<file path="src/rtl/psram_pkg.sv">
package psram_pkg;

    localparam int BUS_W  = 16;
    localparam int HI_W   = 4;
    localparam int ADDR_W = BUS_W + HI_W;
    localparam int LANES  = BUS_W / 8;

    // Decoded intent of one sampled set of strobes.
    typedef struct packed {
        logic latch;    // address stage
        logic wr_norm;  // array write
        logic wr_cfg;   // mode word write
        logic rd_norm;  // array read
        logic rd_cfg;   // mode word read
    } bus_op_t;

    function automatic bus_op_t decode_op(
        input logic cs_n,
        input logic adv_n,
        input logic oe_n,
        input logic we_n,
        input logic ub_n,
        input logic lb_n
    );
        bus_op_t op;
        logic    sel;
        logic    cfg_path;
        sel        = !cs_n;
        cfg_path   = ub_n && lb_n;
        op.latch   = sel && !adv_n;
        op.wr_norm = sel && adv_n && !we_n && oe_n && !cfg_path;
        op.wr_cfg  = sel && !we_n && oe_n && cfg_path;
        op.rd_norm = sel && adv_n && !oe_n && we_n && !cfg_path;
        op.rd_cfg  = sel && !oe_n && we_n && cfg_path;
        return op;
    endfunction

endpackage

</file>
<file path="src/rtl/psram_addr_latch.sv">
module psram_addr_latch #(
    parameter int BUS_W = 16,
    parameter int HI_W  = 4,
    localparam int AW   = BUS_W + HI_W
) (
    input  logic            clk,
    input  logic            rst_n,
    input  logic            capture,
    input  logic [BUS_W-1:0] bus,
    input  logic [HI_W-1:0]  hi,
    output logic [AW-1:0]    addr_q
);

    typedef struct packed {
        logic [AW-1:0] addr;
    } lat_state_t;

    lat_state_t state_d, state_q;

    always_comb begin
        state_d = state_q;
        if (capture) begin
            state_d.addr = {hi, bus};
        end
    end

    always_ff @(posedge clk) begin
        if (!rst_n) begin
            state_q <= '0;
        end else begin
            state_q <= state_d;
        end
    end

    assign addr_q = state_q.addr;

    // a strobe-low edge loads the full bus plus upper lines
    p_capture_r1: assert property (@(posedge clk) disable iff (!rst_n)
        capture |=> (addr_q == $past({hi, bus})));

endmodule

</file>
<file path="src/rtl/psram_word_array.sv">
module psram_word_array #(
    parameter int DATA_W = 16,
    parameter int IDX_W  = 4,
    localparam int LANES = DATA_W / 8,
    localparam int DEPTH = 1 << IDX_W
) (
    input  logic              clk,
    input  logic              rst_n,
    input  logic              wr_en,
    input  logic [LANES-1:0]  lane_en,
    input  logic [IDX_W-1:0]  idx,
    input  logic [DATA_W-1:0] wdata,
    output logic [DATA_W-1:0] rdata
);

    typedef struct packed {
        logic [DEPTH-1:0][DATA_W-1:0] mem;
    } arr_state_t;

    arr_state_t state_d, state_q;
    logic [DATA_W-1:0] merged;

    // Per-lane merge of new and old data.
    for (genvar g = 0; g < LANES; g++) begin : g_lane
        assign merged[g*8 +: 8] = lane_en[g] ? wdata[g*8 +: 8]
                                             : state_q.mem[idx][g*8 +: 8];
    end

    always_comb begin
        state_d = state_q;
        if (wr_en) begin
            state_d.mem[idx] = merged;
        end
    end

    always_ff @(posedge clk) begin
        if (!rst_n) begin
            state_q <= '0;
        end else begin
            state_q <= state_d;
        end
    end

    assign rdata = state_q.mem[idx];

    // a write with no lane enabled must not be requested
    p_lane_req_r4: assert property (@(posedge clk) disable iff (!rst_n)
        wr_en |-> (lane_en != '0));

endmodule

</file>
<file path="src/rtl/psram_cfg_reg.sv">
module psram_cfg_reg #(
    parameter int              W    = 16,
    parameter logic [W-1:0]    INIT = '0
) (
    input  logic         clk,
    input  logic         rst_n,
    input  logic         wr_en,
    input  logic [W-1:0] wdata,
    output logic [W-1:0] q
);

    typedef struct packed {
        logic [W-1:0] word;
    } cfg_state_t;

    cfg_state_t state_d, state_q;

    always_comb begin
        state_d = state_q;
        if (wr_en) begin
            state_d.word = wdata;
        end
    end

    always_ff @(posedge clk) begin
        if (!rst_n) begin
            state_q.word <= INIT;
        end else begin
            state_q <= state_d;
        end
    end

    assign q = state_q.word;

    // a stored word appears on the next cycle
    p_store_r5: assert property (@(posedge clk) disable iff (!rst_n)
        wr_en |=> (q == $past(wdata)));

endmodule

</file>
<file path="src/rtl/psram_bus_slave.sv">
module psram_bus_slave #(
    parameter int           IDX_W    = 4,
    parameter logic [15:0]  CFG_INIT = 16'h0A15
) (
    input  logic        clk,
    input  logic        rst_n,
    input  logic        cs_n,
    input  logic        adv_n,
    input  logic        oe_n,
    input  logic        we_n,
    input  logic        ub_n,
    input  logic        lb_n,
    input  logic [3:0]  a_hi,
    input  logic [15:0] adq_i,
    output logic [15:0] adq_o,
    output logic        adq_oe
);
    import psram_pkg::*;

    localparam int LANE_CNT = LANES;

    bus_op_t                 op;
    logic [ADDR_W-1:0]       addr_q;
    logic [IDX_W-1:0]        idx;
    logic [LANE_CNT-1:0]     lane_en;
    logic [BUS_W-1:0]        arr_rdata;
    logic [BUS_W-1:0]        cfg_q;
    logic [BUS_W-1:0]        lane_mask;

    always_comb begin
        op = decode_op(cs_n, adv_n, oe_n, we_n, ub_n, lb_n);
    end

    assign lane_en = {~ub_n, ~lb_n};

    // Fold every held address bit into the word index.
    always_comb begin
        idx = '0;
        for (int k = 0; k < ADDR_W; k++) begin
            idx[k % IDX_W] = idx[k % IDX_W] ^ addr_q[k];
        end
    end

    for (genvar g = 0; g < LANE_CNT; g++) begin : g_mask
        assign lane_mask[g*8 +: 8] = {8{lane_en[g]}};
    end

    psram_addr_latch #(
        .BUS_W (BUS_W),
        .HI_W  (HI_W)
    ) u_lat (
        .clk     (clk),
        .rst_n   (rst_n),
        .capture (op.latch),
        .bus     (adq_i),
        .hi      (a_hi),
        .addr_q  (addr_q)
    );

    psram_word_array #(
        .DATA_W (BUS_W),
        .IDX_W  (IDX_W)
    ) u_arr (
        .clk     (clk),
        .rst_n   (rst_n),
        .wr_en   (op.wr_norm),
        .lane_en (lane_en),
        .idx     (idx),
        .wdata   (adq_i),
        .rdata   (arr_rdata)
    );

    psram_cfg_reg #(
        .W    (BUS_W),
        .INIT (CFG_INIT)
    ) u_cfg (
        .clk   (clk),
        .rst_n (rst_n),
        .wr_en (op.wr_cfg),
        .wdata (adq_i),
        .q     (cfg_q)
    );

    always_comb begin
        adq_oe = op.rd_norm || op.rd_cfg;
        adq_o  = '0;
        if (op.rd_cfg) begin
            adq_o = cfg_q;
        end else if (op.rd_norm) begin
            adq_o = arr_rdata & lane_mask;
        end
    end

    // with the strobe high the held address holds
    p_hold_r2: assert property (@(posedge clk) disable iff (!rst_n)
        adv_n |=> $stable(u_lat.addr_q));

    // no drive without select and read strobe
    p_oe_gate_r8: assert property (@(posedge clk) disable iff (!rst_n)
        adq_oe |-> (!cs_n && !oe_n));

    // a deselected edge touches no storage
    p_ignore_mem_r9: assert property (@(posedge clk) disable iff (!rst_n)
        cs_n |=> $stable(u_arr.state_q));
    p_ignore_cfg_r9: assert property (@(posedge clk) disable iff (!rst_n)
        cs_n |=> $stable(cfg_q));

    // mode-word path leaves the array alone
    p_cfg_path_r7: assert property (@(posedge clk) disable iff (!rst_n)
        (ub_n && lb_n) |=> $stable(u_arr.state_q));

    // both strobes low changes nothing
    p_both_low_r10: assert property (@(posedge clk) disable iff (!rst_n)
        (!oe_n && !we_n) |=> ($stable(u_arr.state_q) && $stable(cfg_q)));

endmodule

</file>
<file path="config.mk">
export PLATFORM = sky130hd
export DESIGN_NAME = psram_bus_slave
export DESIGN_NICKNAME = d
export VERILOG_FILES = /design/src/rtl/psram_pkg.sv /design/src/rtl/psram_addr_latch.sv /design/src/rtl/psram_word_array.sv /design/src/rtl/psram_cfg_reg.sv /design/src/rtl/psram_bus_slave.sv
export SDC_FILE = /design/constraint.sdc
export NUM_CORES = 1
export LEC_CHECK = 0
export BUFFER_PORTS_ARGS = -buffer_cell sky130_fd_sc_hd__clkbuf_2
export CAP_MARGIN = 25
export CORE_ASPECT_RATIO = 1.2
export CORE_MARGIN = 2
export CORE_UTILIZATION = 30
export CTS_BUF_LIST = sky130_fd_sc_hd__clkbuf_16
export DETAILED_ROUTE_END_ITERATION = 8
export SYNTH_ARGS = -nofsm -noshare
export SYNTH_HDL_FRONTEND = slang
export SYNTH_SLANG_ARGS = --single-unit
</file>
<file path="constraint.sdc">
create_clock -name clk -period 3.2 [get_ports clk]
set_input_delay 0.16 -clock clk [delete_from_list [all_inputs] [get_ports clk]]
set_output_delay 0.16 -clock clk [all_outputs]
set_load 0.02 [all_outputs]
</file>
==> flow_summary.toml <==
[setup_path]
cpMostUsedCell = "buf_12"
crit_chain = "xnor3_2 > xnor2_4 > buf_12 > buf_12 > buf_12 > nand2_2 > nand3_2 > a21oi_2 > or4_4 > o31ai_2 > buf_4"
setup.worst_path.class = "reg -> out"
crit_family = "XOR/XNOR gates"
startpoint_type = "register"
cp_max_fo = 7
cp_slowest_stage_delay_ps = 510
required_ps = 3040
cp.arrival_ps = 3160
cpMaxStageDelayCell = "xnor3_2"
critPathCaptureType = "primary output"
cp_num_buf_inv = 4

[grt]
antenna_found_initial = 0
grtUsageTotal_pct = 20.1
grt_overflow_total = 0
grt_start_max_net_pins = 122
grt_pass1_wl_um = 84100
grt_pass1_vias = 14700

[power_and_ir_drop]
power_density_nw_per_um2 = 575
peakVddDrop_uv = 536
cellLeakagePower_nw = 9.17
total_power_mw = 11.4

[synth]
synth_ff_type = "dfxtp_1"
syn_area_per_cell_um2 = 7.76
synth.net_count = 1986
ys_seq_area_share_pct = 38.5
synthTopCellsByCount = "nand2_1, dfxtp_1, o211a_1"
synth.distinct_cells = 40
netlist.area_leader.share_pct = 38.5
ys_ff_latch = 292
synth_cells = 1958
yosysWarnings = 0
synth_area_leaders = "dfxtp_1, o211a_1, nand2_1, a21oi_1, nand3_1"
ys_async_sr_fraction_pct = 0
synth.most_common_cell = "nand2_1"
syn_area_um2 = 15200
synth_edf_count = 0
synth_top_area_cell = "dfxtp_1"

[clocking]
cts_root_buffer = "clkbuf_16"
cts_tree = "yes"
cts_buffer_depth = 3
h-tree-depth = 2
cts_buffers = 34
cts.sinks = 292
clk_pin_slew_ps = 60
clock_latency_ps = 540

[run]
cap_viol_max_count = 0

[sta]
slew_violations = 0
min_period_ps = 3320
rsz0062_at_grt = "true"
fin_hold_ws_ps = 211
finalWorstSetupSlack_ps = -123
final.setup_skew_ps = 31.5
clock.fmax_ghz = 0.301
min_period_over_period_pct = 104
finalSetupViolations = 13
hold_violations = 0
max_slew_margin_pct = 45.1
tightest_slew_ps = 823

[die]
start_util_pct = 30.3
io_pins = 45
core_um2 = 50100
dieHeight_um = 251
die_x_um = 209
die_area_um2 = 52500
floorplan.rows = 90

[drt]
dr.pass1.iters = 6
vias = 15700
antenna_left = 0
wl_um = 56700
avgViaCountPerCell = 5.69
drt_iter0_drc = 1524
wl_per_cell_um = 20.6
drcViolationCount = 0

[layout]
diodes = 0
drive_gt1_share_pct = 21.4
final_area_um2 = 19800
area_growth_pct = 30.6
nets = 2116

[placement]
gp_congestion = 0.840
port_buffers = 44
dp_hpwl_um = 34700
place_ws_ps = 137
placed_area_um2 = 17000

[status]
violations = "setup timing"
run_status = "complete, but fails checks"

[hold_path]
min_path_type = "in -> reg"
==> routing by layer <==
layer / up-vias / track usage (%) / routed length (um)
li1: 7164 / - / -
met1: 7604 / 24.7 / 22200
met2: 723 / 35.1 / 27500
met3: 173 / 2.29 / 3880
met4: 0 / 9.59 / 3020
met5: - / 0 / 0
==> report_power, final <==
group	internal [mW]	total (mW)	switching, mW
logic	1.70	4.12	2.42
clock network	2.01	3.59	1.58
registers	3.67	3.70	0.0242
==> cells by family (layout without fill, tap and decap cells) <==
kind of cell              Yosys count  in the layout  share of synthesized area [%]
xor gates and xnor gates           16             16                           1.79
and+or+nand+nor                   837            837                           24.3
buffers and inverters             189            341                           5.39
AOI/OAI and AO/OA                 624            624                           30.1
DFF                               292            292                           38.5
==> cell usage in the layout (no fill, tap or decap), drive strengths merged <==
cell         instances
dfxtp              292
buf                214
a21oi              149
and2                 3
xor3                 3
o31ai                3
a22o                13
nor3                11
nand2b               1
or2                  2
o211ai              48
and3                 5
a21boi              31
nor2               103
clkinv              11
xnor3                1
xor2                 5
dlygate4sd3         23
inv                 12
o21ai               91
or3                  4
o21a                39
bufinv               1
xnor2                7
o211a              208
nor4                14
or4                  3
nand3              136
clkbuf              80
nand4                2
nor2b                1
a31oi               42
nand2              551
nor3b                1
==> worst paths after layout <==
kind,startpoint,to,slack (ps),cells after the start
setup / recovery,u_lat.addr_q[0]$_SDFFE_PN0P_,adq_o[7],-120,11
hold / removal,lb_n,u_arr.state_q[55]$_SDFFE_PN0P_,210,3
setup reg to reg,u_lat.addr_q[0]$_SDFFE_PN0P_,u_arr.state_q[223]$_SDFFE_PN0P_,150,10
hold reg to reg,u_lat.addr_q[2]$_SDFFE_PN0P_,u_lat.addr_q[2]$_SDFFE_PN0P_,470,2
==> area by class of cell <==
| cell class | instances | area, um2 |
|---|---|---|
| sequential | 292 | 5850 |
| fill | 4933 | 30300 |
| tap | 644 | 806 |
| clock buffer | 34 | 851 |
| clock inverter | 24 | 141 |
| timing repair buffer | 283 | 3030 |
| multi-input combinational | 1477 | 9160 |
==> worst min-delay path, cell delays in order <==
cell and delay (ps):
clkbuf_2 140, buf_4 240, a31oi_1 150
==> registers in the layout, indices dropped and copies added (netlist names) <==
register and cells:
u_arr.state_q 256, u_lat.addr_q 20, u_cfg.q 16
==> timing repair <==
| action | 4_1_cts | 5_1_grt |
|---|---|---|
| hold buffers | 23 | 0 |
| endpoints found under the hold margin | 36 | 0 |
| cloned | 5 | 11 |
| pin swaps | 24 | 28 |
| gates resized for setup | 89 | 127 |
| buffers inserted | 29 | 25 |
| endpoints found under the setup margin | 16 | 16 |
==> metrics by stage <==
step	util [%]	setup TNS, ps	cells
2_1_floorplan	-	0	1958
3_3_place_gp	33.9	0	2615
3_5_place_dp	33.9	0	2615
4_1_cts	37.8	-1180	2728
5_1_grt	39.6	-2030	2754
6_report	39.6	-940	2754
(Power assumes the default switching activity.)
